**config.mk**
```make
export PLATFORM = sky130hd
export DESIGN_NAME = traffic_shaper
export DESIGN_NICKNAME = d
export VERILOG_FILES = /design/src/rtl/traffic_shaper.sv
export SDC_FILE = /design/constraint.sdc
export NUM_CORES = 1
export LEC_CHECK = 0
export BUFFER_PORTS_ARGS = -buffer_cell sky130_fd_sc_hd__buf_2
export CORE_MARGIN = 4
export CORE_UTILIZATION = 53
export DETAILED_ROUTE_END_ITERATION = 7
export GPL_ROUTABILITY_DRIVEN = 0
export GPL_TIMING_DRIVEN = 0
export MAX_ROUTING_LAYER = met4
export PLACE_DENSITY = 0.78
export SLEW_MARGIN = 0
export SYNTH_ARGS = -nofsm -noshare
export SYNTH_HDL_FRONTEND = slang
export SYNTH_SLANG_ARGS = --single-unit
```
**constraint.sdc**
```tcl
create_clock -name clk -period 6.4 [get_ports clk]
set_input_delay 1.92 -clock clk [delete_from_list [all_inputs] [get_ports clk]]
set_output_delay 1.92 -clock clk [all_outputs]
set_load 0.02 [all_outputs]
```
**src/rtl/traffic_shaper.sv**
```systemverilog
module traffic_shaper #(
  parameter int NT = 2,
  parameter int AW = 32,
  parameter int DW = 32,
  parameter int PW = 16,
  parameter int QD = 4,
  parameter int OUTS = 4,
  parameter int BURST_BYTES = 64,
  parameter int BEATS = 8,
  parameter int TW = (NT > 1) ? $clog2(NT) : 1,
  parameter int LW = (BEATS > 1) ? $clog2(BEATS) : 1
) (
  input  logic             clk,
  input  logic             rst_n,
  input  logic [NT-1:0]    cfg_shape_en,
  input  logic [NT*PW-1:0] cfg_period,
  input  logic [NT*AW-1:0] cfg_lo,
  input  logic [NT*AW-1:0] cfg_hi,
  input  logic             in_valid,
  output logic             in_ready,
  input  logic [TW-1:0]    in_tid,
  input  logic [AW-1:0]    in_addr,
  output logic             mem_valid,
  input  logic             mem_ready,
  output logic [AW-1:0]    mem_addr,
  output logic [TW-1:0]    mem_tid,
  output logic             mem_dummy,
  output logic [LW-1:0]    mem_len,
  input  logic             rsp_in_valid,
  input  logic [DW-1:0]    rsp_in_data,
  output logic             rsp_valid,
  output logic [TW-1:0]    rsp_tid,
  output logic [DW-1:0]    rsp_data
);
  localparam int OFS = $clog2(BURST_BYTES);
  localparam int QIW = (QD > 1) ? $clog2(QD) : 1;
  localparam int QCW = $clog2(QD + 1);
  localparam int OIW = (OUTS > 1) ? $clog2(OUTS) : 1;
  localparam int OCW = $clog2(OUTS + 1);
  localparam logic [AW-1:0] BSTEP = AW'(BURST_BYTES);

  logic          out_valid, out_dummy;
  logic [AW-1:0] out_addr;
  logic [TW-1:0] out_tid;
  logic [NT-1:0] want, dsel, q_full, take;
  logic [AW-1:0] cand  [NT];
  logic [AW-1:0] lo_al [NT];
  logic [AW-1:0] hi_al [NT];
  logic          any, acc, load;
  logic [TW-1:0] g;

  logic [OCW-1:0] trk_cnt;
  logic [OIW-1:0] trk_rp, trk_wp;
  logic           trk_d [OUTS];
  logic [TW-1:0]  trk_t [OUTS];
  logic           trk_pop;

  assign mem_valid = out_valid && (trk_cnt != OCW'(OUTS));
  assign acc       = mem_valid && mem_ready;
  assign load      = !out_valid || acc;
  assign mem_addr  = out_addr;
  assign mem_tid   = out_tid;
  assign mem_dummy = out_dummy;
  assign mem_len   = LW'(BEATS - 1);
  assign in_ready  = !q_full[in_tid];

  genvar t;
  generate
    for (t = 0; t < NT; t++) begin : g_ten
      logic [AW-1:0]  qm [QD];
      logic [QIW-1:0] rp, wp;
      logic [QCW-1:0] qc;
      logic [PW-1:0]  tmr, per, per_raw;
      logic [AW-1:0]  ptr, nxt;
      logic           push, pop, staged, due, mine_acc;

      assign lo_al[t]  = {cfg_lo[t*AW+OFS +: AW-OFS], {OFS{1'b0}}};
      assign hi_al[t]  = {cfg_hi[t*AW+OFS +: AW-OFS], {OFS{1'b0}}};
      assign per_raw   = cfg_period[t*PW +: PW];
      assign per       = (per_raw < PW'(2)) ? PW'(2) : per_raw;
      assign staged    = out_valid && (out_tid == TW'(t));
      assign mine_acc  = acc && (out_tid == TW'(t));
      assign due       = cfg_shape_en[t] && !staged && (tmr >= per - PW'(2));
      assign want[t]   = cfg_shape_en[t] ? due : (qc != '0);
      assign dsel[t]   = (qc == '0);
      assign q_full[t] = (qc == QCW'(QD));
      assign cand[t]   = (qc != '0) ? qm[rp] :
                         ((ptr >= lo_al[t] && ptr < hi_al[t]) ? ptr : lo_al[t]);
      assign push      = in_valid && !q_full[t] && (in_tid == TW'(t));
      assign pop       = take[t] && (qc != '0);
      assign nxt       = out_addr + BSTEP;

      always_ff @(posedge clk)
        if (push) qm[wp] <= {in_addr[AW-1:OFS], {OFS{1'b0}}};

      always_ff @(posedge clk) begin
        if (!rst_n) begin
          rp  <= '0;
          wp  <= '0;
          qc  <= '0;
          tmr <= '0;
          ptr <= '0;
        end else begin
          if (push) wp <= (wp == QIW'(QD - 1)) ? '0 : wp + 1'b1;
          if (pop)  rp <= (rp == QIW'(QD - 1)) ? '0 : rp + 1'b1;
          qc <= qc + QCW'(push) - QCW'(pop);
          if (!cfg_shape_en[t])  tmr <= '0;
          else if (mine_acc)     tmr <= '0;
          else if (tmr != '1)    tmr <= tmr + 1'b1;
          if (!cfg_shape_en[t])            ptr <= lo_al[t];
          else if (mine_acc && out_dummy)  ptr <= (nxt >= hi_al[t]) ? lo_al[t] : nxt;
        end
      end

      AST_QUEUE_NO_OVERFLOW: assert property (@(posedge clk) disable iff (!rst_n)
        qc <= QCW'(QD));
    end
  endgenerate

  always_comb begin
    any = 1'b0;
    g   = '0;
    for (int i = NT - 1; i >= 0; i--)
      if (want[i]) begin
        any = 1'b1;
        g   = TW'(i);
      end
  end

  assign take = (load && any) ? (NT'(1) << g) : '0;

  always_ff @(posedge clk) begin
    if (!rst_n) begin
      out_valid <= 1'b0;
      out_dummy <= 1'b0;
      out_addr  <= '0;
      out_tid   <= '0;
    end else if (load) begin
      out_valid <= any;
      if (any) begin
        out_addr  <= cand[g];
        out_tid   <= g;
        out_dummy <= cfg_shape_en[g] && dsel[g];
      end
    end
  end

  assign trk_pop   = rsp_in_valid && (trk_cnt != '0);
  assign rsp_valid = trk_pop && !trk_d[trk_rp];
  assign rsp_tid   = trk_t[trk_rp];
  assign rsp_data  = rsp_in_data;

  always_ff @(posedge clk)
    if (acc) begin
      trk_d[trk_wp] <= out_dummy;
      trk_t[trk_wp] <= out_tid;
    end

  always_ff @(posedge clk) begin
    if (!rst_n) begin
      trk_cnt <= '0;
      trk_rp  <= '0;
      trk_wp  <= '0;
    end else begin
      if (acc)     trk_wp <= (trk_wp == OIW'(OUTS - 1)) ? '0 : trk_wp + 1'b1;
      if (trk_pop) trk_rp <= (trk_rp == OIW'(OUTS - 1)) ? '0 : trk_rp + 1'b1;
      trk_cnt <= trk_cnt + OCW'(acc) - OCW'(trk_pop);
    end
  end

  AST_HOLD_STABLE: assert property (@(posedge clk) disable iff (!rst_n)
    mem_valid && !mem_ready |=> mem_valid && $stable(mem_addr) && $stable(mem_tid) && $stable(mem_dummy));
  AST_BURST_ALIGNED: assert property (@(posedge clk) disable iff (!rst_n)
    mem_valid |-> mem_addr[OFS-1:0] == '0 && mem_len == LW'(BEATS - 1));
  AST_DUMMY_IN_RANGE: assert property (@(posedge clk) disable iff (!rst_n)
    mem_valid && mem_dummy && hi_al[mem_tid] > lo_al[mem_tid]
      |-> mem_addr >= lo_al[mem_tid] && mem_addr < hi_al[mem_tid]);
  AST_RSP_HAS_TXN: assert property (@(posedge clk) disable iff (!rst_n)
    rsp_in_valid |-> trk_cnt != '0);
  AST_NO_RSP_FOR_DUMMY: assert property (@(posedge clk) disable iff (!rst_n)
    rsp_valid |-> $countones(trk_cnt) != 0 && !trk_d[trk_rp]);
endmodule

```
==> results of run 1 <==
==> critical path: cells and delay by family <==
kind / cells / cell delay (ns)
fa+ha+maj: 4 / 1.01
buf+inv: 4 / 0.31
xor+xnor: 3 / 0.53
simple gates: 13 / 2.69
compound gates: 1 / 0.23
==> state kept, by name, indices dropped and copies added (netlist names), named ones only <==
name and count:
g_ten.ptr 64, g_ten.qc 6, g_ten.qm 208, g_ten.rp 4, g_ten.tmr 32, g_ten.wp 4, mem_addr 32, mem_dummy 1
mem_tid 1, out_valid 1, trk_cnt 3, trk_d 4, trk_rp 2, trk_t 4, trk_wp 2
==> power by group through the flow <==
stage / Clock (W) / Sequential, W / Combinational, W
finish: 0.00227 / 0.00295 / 0.00201
global route: 0.00239 / 0.00297 / 0.00218
CTS: 0.00229 / 0.00294 / 0.00196
detailed placement: 0 / 0.00299 / 0.00193
global placement: 0 / 0.00298 / 0.00185
floorplan: 0 / 0.00301 / 0.00121
==> timing repair <==
action	in CTS	in global routing
resized for setup	8	17
endpoints found under the setup margin	5	37
buffers inserted	0	1
pin swaps	0	4
==> stage by stage <==
step / util [%] / setup TNS (ns) / cells / hold slack [ns] / instance area, µm²
6_report: 62.0 / 0 / 2817 / 0.476 / 24700
5_1_grt: 62.0 / -0.222 / 2817 / 0.501 / 24700
4_1_cts: 61.7 / 0 / 2801 / 0.475 / 24600
3_5_place_dp: 58.4 / -18.49 / 2732 / 0.466 / 23300
3_3_place_gp: 58.4 / -14.46 / 2732 / 0.453 / 23300
2_1_floorplan: - / 0 / 1969 / 0.444 / 21400
==> cell type report <==
type,instances,area share [%]
antenna,15,0.152
buffer,106,2.26
clock buffer,45,4.17
clock inverter,24,0.993
inverter,159,2.42
multi-input combinational,1330,43.5
sequential,374,39.1
tap,525,2.66
timing repair buffer,239,4.85
==> cell families after synthesis <==
group,after synthesis
other,1
XOR/XNOR,71
flip-flops,374
multiplexers,130
AND/OR/NAND/NOR,550
AO/OA/AOI/OAI,365
adder cells (fa/ha/maj),211
buffers and inverters,265
==> per-layer routing <==
layer	wire, µm	part of all wire, %
met5	0	0
met4	3580	5.4
met3	6790	10
met2	30800	47
met1	24900	38
==> worst max-delay path by stage <==
stage               cells after the start                        end
global placement                       25  g_ten[0].qc[2]$_SDFF_PN0_
CTS                                    26  g_ten[1].qc[2]$_SDFF_PN0_
finish                                 25  g_ten[0].qc[2]$_SDFF_PN0_
floorplan                              24  g_ten[1].qc[1]$_SDFF_PN0_
detailed placement                     25  g_ten[0].qc[2]$_SDFF_PN0_
global route                           24  g_ten[0].qc[2]$_SDFF_PN0_
==> cell usage after synthesis (3+ instances only) <==
| library cell | n | area (µm²) |
|---|---|---|
| inv_1 | 159 | 597 |
| xor2_1 | 32 | 280 |
| nand4_1 | 45 | 282 |
| nand2b_1 | 8 | 50.1 |
| ha_1 | 208 | 2600 |
| clkbuf_1 | 56 | 210 |
| xnor2_1 | 39 | 342 |
| and3_1 | 33 | 206 |
| o2111ai_1 | 3 | 26.3 |
| a21o_1 | 19 | 143 |
| o31ai_1 | 4 | 30.0 |
| nor3_1 | 49 | 245 |
| nor4_1 | 15 | 93.8 |
| nor2b_1 | 38 | 238 |
| o21ai_0 | 76 | 380 |
| nand3_1 | 43 | 215 |
| nand2_1 | 125 | 469 |
| fa_1 | 3 | 60.1 |
| and4_1 | 10 | 87.6 |
| o22ai_1 | 5 | 31.3 |
| o21a_1 | 8 | 60.1 |
| nor3b_1 | 3 | 22.5 |
| edfxtp_1 | 216 | 6490 |
| a21oi_1 | 93 | 465 |
| and2_1 | 18 | 113 |
| o221ai_1 | 8 | 70.1 |
| a22oi_1 | 30 | 225 |
| or2_2 | 4 | 25.0 |
| buf_4 | 39 | 293 |
| mux2_2 | 54 | 608 |
| a211oi_1 | 28 | 210 |
| mux4_2 | 54 | 1220 |
| a22o_1 | 6 | 52.6 |
| dfxtp_1 | 158 | 3160 |
| a221oi_1 | 42 | 368 |
| nor2_1 | 128 | 480 |
| a2111oi_0 | 5 | 43.8 |
| a31oi_1 | 4 | 25.0 |
| o211ai_1 | 14 | 105 |
| buf_1 | 5 | 18.8 |
| or3_1 | 15 | 93.8 |
| mux2i_1 | 21 | 210 |
| buf_2 | 5 | 25.0 |
==> summary.md, run 1 <==
| Metric | Value |
|---|---|
| Crit. Startpoint | `cfg_period[14]` |
| Commonest cells after routing, fill and taps aside | `buf_2 (243), edfxtp_1 (216), ha_1 (208)` |
| Flop pwr share | `40.8%` |
| Synth async-reset ratio | `0%` |
| Clock Latency Late Sink | `0.58 ns` |
| Mapped Area | `21400 µm²` |
| Crit Path Category | `in2reg` |
| WL per Instance | `23.4 µm` |
| Worst-Margin Slew | `1.05 ns` |
| Final Max Slew Viols | `0` |
| Core outline area | `39800 µm²` |
| Post-detailed-route via-to-cell ratio | `6.17` |
| Synth Area in Adders | `12.4%` |
| Initial core utilization | `53.7%` |
| XOR/XNOR share of the synthesized area | `2.91%` |
| Register Area | `9650 µm²` |
| Met2 usage | `46.8%` |
| DRT iter0 DRCs | `2048` |
| GR peak layer | `met2` |
| Switching Share | `33.9%` |
| Final worst path period need | `6.25 ns` |
| Post-synthesis mux area share | `9.56%` |
| Commonest non-fill, non-tap cell in the layout | `buf_2` |
| Fin Clk Skew | `0.0441 ns` |
| Fill count | `3078` |
| Cell count after synthesis | `1967` |
| Gr usage total | `29.7%` |
| Yosys Warn Count | `0` |
| Hold EP | `g_ten[0].ptr[1]$_SDFFE_PN0P_` |
| CP peak stage delay | `0.48 ns` |
| Largest family of logic cells by synthesized area | `simple AND/OR/NAND/NOR gates` |
| Final WS setup | `0.146 ns` |
| First-pass GRT wire length | `98700 µm` |
| Yosys cell types | `74` |
| Worst Setup End Kind | `flip-flop` |
| Final hold violation count | `0` |
| Post-Route WL | `66000 µm` |
| Met1 usage | `36.3%` |
| CP max stage cell | `or4_4` |
| Sequential fraction of the synthesis area | `45.1%` |
| Hold path start | `g_ten[0].ptr[1]$_SDFFE_PN0P_` |
| Overall power | `0.00723 W` |
| Final ANT Viol Nets | `0` |
| CTS Buffer Depth | `3` |
| R2r setup slk | `0.35 ns` |
| P&R area growth vs syn | `15.5%` |
| CTS Hold Bufs | `0` |
| Met3 Resource Use GR | `6.71%` |
| Largest net degree at the start of global routing | `27` |
| Number of synthesized flops with an enable pin | `216` |
| Status | `complete, no violations` |
| CTS tree | `yes` |
| CTS Root Cell | `clkbuf_16` |
| Setup violators final | `0` |
| Die ar. | `43600 µm²` |
| Required time of the critical path | `6.83 ns` |
| Overflow after GRT | `0` |
| Logic pwr share | `27.8%` |
| Num CTS Buffers | `40` |
| H-tree Lvls | `2` |
| Layout cells sized above 1 | `21.7%` |
| RSZ-0062 raised after global routing | `yes` |
| CTS Sinks | `374` |
| DRC viols | `0` |
| Vias in the first global route | `17500` |
| Worst hold-check path type | `reg2reg` |
| RR Startpoint | `mem_addr[6]$_SDFFE_PN0N_` |
| Layout net count | `2693` |
| CP Max Fanout | `5` |
| Area occupied by multi-input gates | `10700 µm²` |
| Drt first pass iters | `6` |
| Net Switching | `0.00245 W` |
| I/O pin count | `305` |
| FF+latch count, synth | `374` |
| Initial antenna violation count | `15` |
| Internal power | `0.00478 W` |
| Post-synthesis compound-gate area fraction | `11.4%` |
| Cell Pwr Density | `293 nW/µm²` |
| DR vias | `17400` |
| Top FF cell, synth | `edfxtp_1` |
| Worst-path clk slew | `0.06 ns` |
| Maxcap violations | `0` |
| Die H | `209 µm` |
| Clock power frac | `31.4%` |
| Port Buffers | `238` |
| # rows | `73` |
| Worst VDD drop | `230 µV` |
| Leakage | `10.4 nW` |
| Crit path DAT | `6.68 ns` |
| Post-DP HPWL | `49000 µm` |
| Register-to-Register Path Depth | `15` |
| Avg Synthesized Cell Area | `10.9 µm²` |
| Post-route clock period utilization | `97.7%` |
| Relative slew slack | `28.5%` |
| CP Launch Type | `primary input` |
| Place WS | `-1.05 ns` |
| Peak Freq | `160 MHz` |
| Reg2Reg Capture Point | `g_ten[1].ptr[27]$_SDFFE_PN0P_` |
| Simple-gate area share of the yosys netlist | `13.2%` |
| Hold path depth | `2` |
| Die outline width | `209 µm` |
Note: power is estimated with default switching activity, not from simulation.
==> run 2, diff against run 1 <==
--- a/config.mk
+++ b/config.mk
@@ -6,6 +6,7 @@
 export NUM_CORES = 1
 export LEC_CHECK = 0
 export BUFFER_PORTS_ARGS = -buffer_cell sky130_fd_sc_hd__buf_2
+export CORE_ASPECT_RATIO = 0.6
 export CORE_MARGIN = 4
 export CORE_UTILIZATION = 53
 export DETAILED_ROUTE_END_ITERATION = 7
==> run 2 against run 1 <==
Worst hold slack worse by 0.0010 ns. Cell count down 0.18%. Count of clock-buffer cells in the layout down 1. Clock power about the same. Final area down 0.15%. Critical endpoint is now g_ten[1].qc[1]$_SDFF_PN0_. The flow now finishes with violations (DRC).
==> summary.md, run 2 (synthesis results as in run 1) <==
| Metric | Value |
|---|---|
| Status | `finished, violations left (was complete, no violations)` |
| Failing checks | `DRC` |
| CP delay by family, top | `simple AND/OR/NAND/NOR gates (unchanged)` |
| Post-Route WL | `68100 µm (was 66000 µm)` |
| CTS tree | `yes (unchanged)` |
| I/O pin count | `305 (unchanged)` |
| Fin area | `24700 µm² (about the same)` |
| Initial core utilization | `54.2% (was 53.7%)` |
| Final ANT Viol Nets | `0 (unchanged)` |
| Initial antenna violation count | `12 (was 15)` |
| Layout cells sized above 1 | `21.8% (was 21.7%)` |
| Worst-path clk slew | `0.07 ns (was 0.06 ns)` |
| P&R area growth vs syn | `15.3% (was 15.5%)` |
| WP buf/inv | `4 (unchanged)` |
| First-pass GRT wire length | `99700 µm (was 98700 µm)` |
| Inst Count DP | `2729 (was 2732)` |
| Vias in the first global route | `16900 (was 17500)` |
| Gr usage total | `31.1% (was 29.7%)` |
| CTS Buffer Depth | `3 (unchanged)` |
| Crit path DAT | `6.72 ns (was 6.68 ns)` |
| Largest net degree at the start of global routing | `27 (unchanged)` |
| Overall power | `0.00731 W (was 0.00723 W)` |
| Core outline area | `39400 µm² (was 39800 µm²)` |
| Cell mode on critical path | `ha_1` |
| Finished Layout Cells | `2812 (was 2817)` |
| Worst-Margin Slew | `1.20 ns (was 1.05 ns)` |
| Setup violators final | `0 (unchanged)` |
| TNS Setup | `0 ns (unchanged)` |
| CP max stage cell | `or4_4 (unchanged)` |
| Die H | `164 µm (was 209 µm)` |
| Post-detailed-route via-to-cell ratio | `6.30 (was 6.17)` |
| CP Launch Type | `primary input (unchanged)` |
| Num CTS Buffers | `36 (was 40)` |
| Biggest regs | `g_ten.qm (208), g_ten.ptr (64) (unchanged)` |
| Port Buffers | `238 (unchanged)` |
| Hold path start | `g_ten[0].ptr[5]$_SDFFE_PN0P_ (was g_ten[0].ptr[1]$_SDFFE_PN0P_)` |
| Leakage | `10.4 nW (about the same)` |
| Worst hold-check path type | `reg2reg (unchanged)` |
| Clock Latency Late Sink | `0.54 ns (was 0.58 ns)` |
| Final Max Slew Viols | `0 (unchanged)` |
| Placed Area | `23300 µm² (about the same)` |
| CTS Sinks | `374 (unchanged)` |
| Drt first pass iters | `8 (was 6)` |
| Crit Path Category | `in2reg (unchanged)` |
| Top reg by flops | `g_ten.qm (unchanged)` |
| Final hold violation count | `0 (unchanged)` |
| Largest register FFs | `208 (unchanged)` |
| Post-DP HPWL | `52400 µm (was 49000 µm)` |
| CP Max Fanout | `8 (was 5)` |
| # rows | `56 (was 73)` |
| Worst VDD drop | `233 µV (was 230 µV)` |
| Final worst path period need | `6.29 ns (was 6.25 ns)` |
| WL per Instance | `24.2 µm (was 23.4 µm)` |
| Peak Freq | `159 MHz (was 160 MHz)` |
| Relative slew slack | `19.5% (was 28.5%)` |
| Crit. Startpoint | `cfg_period[22] (was cfg_period[14])` |
| Fin Clk Skew | `0.0202 ns (was 0.0441 ns)` |
| Maxcap violations | `0 (unchanged)` |
| DRT iter0 DRCs | `2207 (was 2048)` |
| DRC viols | `15 (was 0)` |
| Worst Setup End Kind | `flip-flop (unchanged)` |
| RR Startpoint | `mem_addr[6]$_SDFFE_PN0N_ (unchanged)` |
| Die ar. | `43700 µm² (was 43600 µm²)` |
| Die outline width | `267 µm (was 209 µm)` |
| Commonest cells after routing, fill and taps aside | `buf_2 (243), edfxtp_1 (216), ha_1 (208) (unchanged)` |
| DR vias | `17700 (was 17400)` |
| H-tree Lvls | `2 (unchanged)` |
| Layout net count | `2693 (unchanged)` |
| CTS Root Cell | `clkbuf_16 (unchanged)` |
| Overflow after GRT | `0 (unchanged)` |
| Cell Pwr Density | `296 nW/µm² (was 293 nW/µm²)` |
| Commonest non-fill, non-tap cell in the layout | `buf_2 (unchanged)` |
| Required time of the critical path | `6.82 ns (was 6.83 ns)` |
| CP peak stage delay | `0.55 ns (was 0.48 ns)` |
| Post-route clock period utilization | `98.3% (was 97.7%)` |
run 2: final cells by class:
type,count,area [µm²]
diodes,13,32.5
plain buffers,106,562
clock buffers,44,951
clock inverters,21,282
fillers,3042,14800
inverters,159,597
multi-input cells,1330,10700
flip-flops and latches,374,9650
well taps,522,653
repair buffers,243,1230
run 2: per-stage QoR:
step	hold WS, ns	util [%]	setup slack (ns)
2_1_floorplan	0.444	-	0.0439
3_3_place_gp	0.455	58.9	-0.625
3_5_place_dp	0.466	59.0	-0.788
4_1_cts	0.474	62.2	0.0187
5_1_grt	0.500	62.5	-0.0596
6_report	0.475	62.5	0.106
run 2: timing repair:
item	in CTS	in global routing
resized for setup	8	15
endpoints found under the setup margin	3	38
setup buffers	1	4
pin swaps	1	4
hold buffers	0	0
run 2: routing by layer:
metal  routed length (µm)  up-vias  share of wire (%)  global-route usage [%]
li1                     -     7884                  -                       -
met4                 3710        0                5.5                    14.2
met2                28300     1106                 42                    42.7
met5                    0        -                  0                       -
met1                26900     8497                 39                    41.9
met3                 9210      216                 14                    9.98
run 2: final timing paths:
check	cells past startpoint	slack, ns	endpoint
setup / recovery	25	0.11	g_ten[1].qc[1]$_SDFF_PN0_
hold / removal	2	0.48	g_ten[0].ptr[5]$_SDFFE_PN0P_
setup reg to reg	17	0.18	g_ten[0].ptr[15]$_SDFFE_PN0P_
hold reg to reg	2	0.48	g_ten[0].ptr[5]$_SDFFE_PN0P_
run 2: where the power goes:
| group | internal [W] | switching (W) |
|---|---|---|
| logic | 0.000785 | 0.00130 |
| registers | 0.00274 | 0.000223 |
| clock network | 0.00131 | 0.000957 |
run 2: worst min-delay path, cell delays in order, from the launching register on:
cell	delay, ns
dfxtp_1	0.32
nand2_1	0.06
a21oi_1	0.05
==> run 3, diff against run 2 <==
--- a/config.mk
+++ b/config.mk
@@ -8,12 +8,13 @@
 export BUFFER_PORTS_ARGS = -buffer_cell sky130_fd_sc_hd__buf_2
 export CORE_ASPECT_RATIO = 0.6
 export CORE_MARGIN = 4
-export CORE_UTILIZATION = 53
+export CORE_UTILIZATION = 54
+export CTS_BUF_LIST = sky130_fd_sc_hd__clkbuf_2 sky130_fd_sc_hd__clkbuf_4 sky130_fd_sc_hd__clkbuf_8
 export DETAILED_ROUTE_END_ITERATION = 7
 export GPL_ROUTABILITY_DRIVEN = 0
 export GPL_TIMING_DRIVEN = 0
 export MAX_ROUTING_LAYER = met4
-export PLACE_DENSITY = 0.78
+export PLACE_DENSITY = 0.79
 export SLEW_MARGIN = 0
 export SYNTH_ARGS = -nofsm -noshare
 export SYNTH_HDL_FRONTEND = slang
==> run 3 against run 2 <==
The run now ends clean. First-iteration DRC count is 1.3% higher. Global-route usage is 0.67 points lower. Wire length is 3.4% lower. Fmax is 2.4% higher. Non-clock buffer count is 2 lower. Sequential power hardly changed. Critical path type unchanged. Setup slack better by 0.14 ns. Clock power is 12% lower.
==> summary.md, run 3 (synthesis results as in run 1) <==
| Metric | Value |
|---|---|
| CP peak stage delay | `0.51 ns (was 0.55 ns)` |
| Hold path start | `g_ten[0].ptr[2]$_SDFFE_PN0P_ (was g_ten[0].ptr[5]$_SDFFE_PN0P_)` |
| Worst VDD drop | `176 µV (was 233 µV)` |
| Final worst path period need | `6.15 ns (was 6.29 ns)` |
| Setup violators final | `0 (unchanged)` |
| Status | `complete, no violations (was finished, violations left)` |
| Worst-path clk slew | `0.06 ns (was 0.07 ns)` |
| I/O pin count | `305 (unchanged)` |
| DRT iter0 DRCs | `2236 (was 2207)` |
| CP Max Fanout | `5 (was 8)` |
| Leakage | `10.4 nW (about the same)` |
| Largest register FFs | `208 (unchanged)` |
| Fill count | `3057 (was 3042)` |
| Final Max Slew Viols | `0 (unchanged)` |
| Crit path DAT | `6.63 ns (was 6.72 ns)` |
| Die ar. | `43000 µm² (was 43700 µm²)` |
| Place WS | `-0.809 ns (was -0.788 ns)` |
| Final WS setup | `0.250 ns (was 0.106 ns)` |
| DR vias | `17800 (was 17700)` |
| Register Area | `9650 µm² (unchanged)` |
| Fin Clk Skew | `0.0195 ns (was 0.0202 ns)` |
| Layout net count | `2709 (was 2693)` |
| Final hold violation count | `0 (unchanged)` |
| Port Buffers | `238 (unchanged)` |
| H-tree Lvls | `2 (unchanged)` |
| Die outline width | `265 µm (was 267 µm)` |
| Post-DP HPWL | `50800 µm (was 52400 µm)` |
| Register-to-Register Path Depth | `17 (unchanged)` |
| Gr usage total | `30.4% (was 31.1%)` |
| RR Startpoint | `mem_addr[6]$_SDFFE_PN0N_ (unchanged)` |
| Final ANT Viol Nets | `0 (unchanged)` |
| Crit Path Category | `in2reg (unchanged)` |
| First-pass GRT wire length | `98600 µm (was 99700 µm)` |
| CTS Buffer Depth | `3 (unchanged)` |
| Post-detailed-route via-to-cell ratio | `6.27 (was 6.30)` |
| # rows | `56 (unchanged)` |
| Commonest non-fill, non-tap cell in the layout | `buf_2 (unchanged)` |
| Required time of the critical path | `6.88 ns (was 6.82 ns)` |
| Vias in the first global route | `17400 (was 16900)` |
| Peak Freq | `163 MHz (was 159 MHz)` |
| TNS Setup | `0 ns (unchanged)` |
| Reg2Reg Capture Point | `g_ten[0].ptr[24]$_SDFFE_PN0P_ (was g_ten[0].ptr[15]$_SDFFE_PN0P_)` |
| Layout cells sized above 1 | `23.1% (was 21.8%)` |
| Drt first pass iters | `8 (unchanged)` |
| Commonest cells after routing, fill and taps aside | `buf_2 (243), edfxtp_1 (216), ha_1 (208) (unchanged)` |
| Hold EP | `g_ten[0].ptr[2]$_SDFFE_PN0P_ (was g_ten[0].ptr[5]$_SDFFE_PN0P_)` |
| Fin area | `24500 µm² (was 24700 µm²)` |
| Top reg by flops | `g_ten.qm (unchanged)` |
| Hold path depth | `2 (unchanged)` |
| Cell Pwr Density | `287 nW/µm² (was 296 nW/µm²)` |
| Inst Count DP | `2729 (unchanged)` |
| CP Launch Type | `primary input (unchanged)` |
| Area occupied by multi-input gates | `10700 µm² (about the same)` |
| P&R area growth vs syn | `14.7% (was 15.3%)` |
| Core outline area | `39100 µm² (was 39400 µm²)` |
| Post-route clock period utilization | `96.1% (was 98.3%)` |
| Initial core utilization | `54.7% (was 54.2%)` |
| Initial antenna violation count | `10 (was 12)` |
| CTS Sinks | `374 (unchanged)` |
| WP buf/inv | `4 (unchanged)` |
| Die H | `162 µm (was 164 µm)` |
| R2r setup slk | `0.64 ns (was 0.18 ns)` |
| Num CTS Buffers | `54 (was 36)` |
| Largest net degree at the start of global routing | `27 (unchanged)` |
| Overflow after GRT | `0 (unchanged)` |
| Finished Layout Cells | `2844 (was 2812)` |
| Relative slew slack | `23.5% (was 19.5%)` |
| Biggest regs | `g_ten.qm (208), g_ten.ptr (64) (unchanged)` |
| CTS tree | `yes (unchanged)` |
| CTS Root Cell | `clkbuf_8 (was clkbuf_16)` |
| DRC viols | `0 (was 15)` |
| WL per Instance | `23.1 µm (was 24.2 µm)` |
| Worst hold-check path type | `reg2reg (unchanged)` |
| CP max stage cell | `or4_1 (was or4_4)` |
| Placed Area | `23200 µm² (was 23300 µm²)` |
| Post-Route WL | `65800 µm (was 68100 µm)` |
| CP delay by family, top | `simple AND/OR/NAND/NOR gates (unchanged)` |
| CTS Hold Bufs | `0 (unchanged)` |
| Worst-Margin Slew | `1.14 ns (was 1.20 ns)` |
| Clock Latency Late Sink | `0.63 ns (was 0.54 ns)` |
| Worst Setup End Kind | `flip-flop (unchanged)` |
| Maxcap violations | `0 (unchanged)` |
run 3: cell count changes in the layout (fill, tap and decap cells not counted), moves of 2 or more:
cell and delta:
bufinv_16 -5, clkbuf_4 +23, clkbuf_1 -6, clkinv_2 +9, clkbuf_16 -36, clkinvlp_4 -3
diode_2 -3, clkbuf_8 +57, clkinv_4 -2
run 3: how the worst max path moves through the flow:
stage          slack, ns  cells past startpoint                        end           start
2_1_floorplan       0.04                     24  g_ten[1].qc[1]$_SDFF_PN0_  cfg_period[23]
3_3_place_gp       -0.67                     25  g_ten[0].qc[2]$_SDFF_PN0_  cfg_period[14]
3_5_place_dp       -0.81                     25  g_ten[0].qc[2]$_SDFF_PN0_  cfg_period[14]
4_1_cts             0.03                     26  g_ten[1].qc[2]$_SDFF_PN0_  cfg_period[20]
5_1_grt            -0.11                     24  g_ten[0].qc[2]$_SDFF_PN0_   cfg_period[4]
6_report            0.25                     25  g_ten[0].qc[2]$_SDFF_PN0_  cfg_period[14]
run 3: cell type report:
type | instances | share of cell area, %
clock buffer | 82 | 4.01
antenna | 10 | 0.102
multi-input combinational | 1330 | 43.6
sequential | 374 | 39.3
clock inverter | 20 | 0.602
timing repair buffer | 241 | 4.95
inverter | 159 | 2.43
buffer | 106 | 2.27
tap | 522 | 2.66
run 3: through the flow:
stage	hold slack (ns)	util, %	power (W)
after floorplan	0.444	-	0.00422
after global placement	0.472	59.5	0.00488
after detailed placement	0.476	59.5	0.00498
after CTS	0.487	62.4	0.00695
after global routing	0.502	62.8	0.00733
final	0.492	62.8	0.00703
run 3: worst min-delay path, stage by stage (launching register included):
cell	delay, ns
dfxtp_1	0.33
nand2_1	0.06
a21oi_1	0.05
run 3: routing by layer:
layer	up-vias	track usage, %	wire length [µm]
met1	8573	41.5	26200
met3	198	9.14	8870
li1	7911	-	-
met2	1139	42.5	27800
met5	-	-	0
met4	0	12.4	2980
run 3: where the power goes:
group	total, W	switching, W	internal (W)
Clock	0.00200	0.000960	0.00104
Sequential	0.00297	0.000228	0.00274
Combinational	0.00207	0.00129	0.000779
Total	0.00703	0.00248	0.00455
run 3: repair_timing:
item,4_1_cts,5_1_grt
gates cloned,0,0
pin swaps,0,2
endpoints found under the setup margin,2,4
gates resized for setup,3,18
buffers inserted,0,3
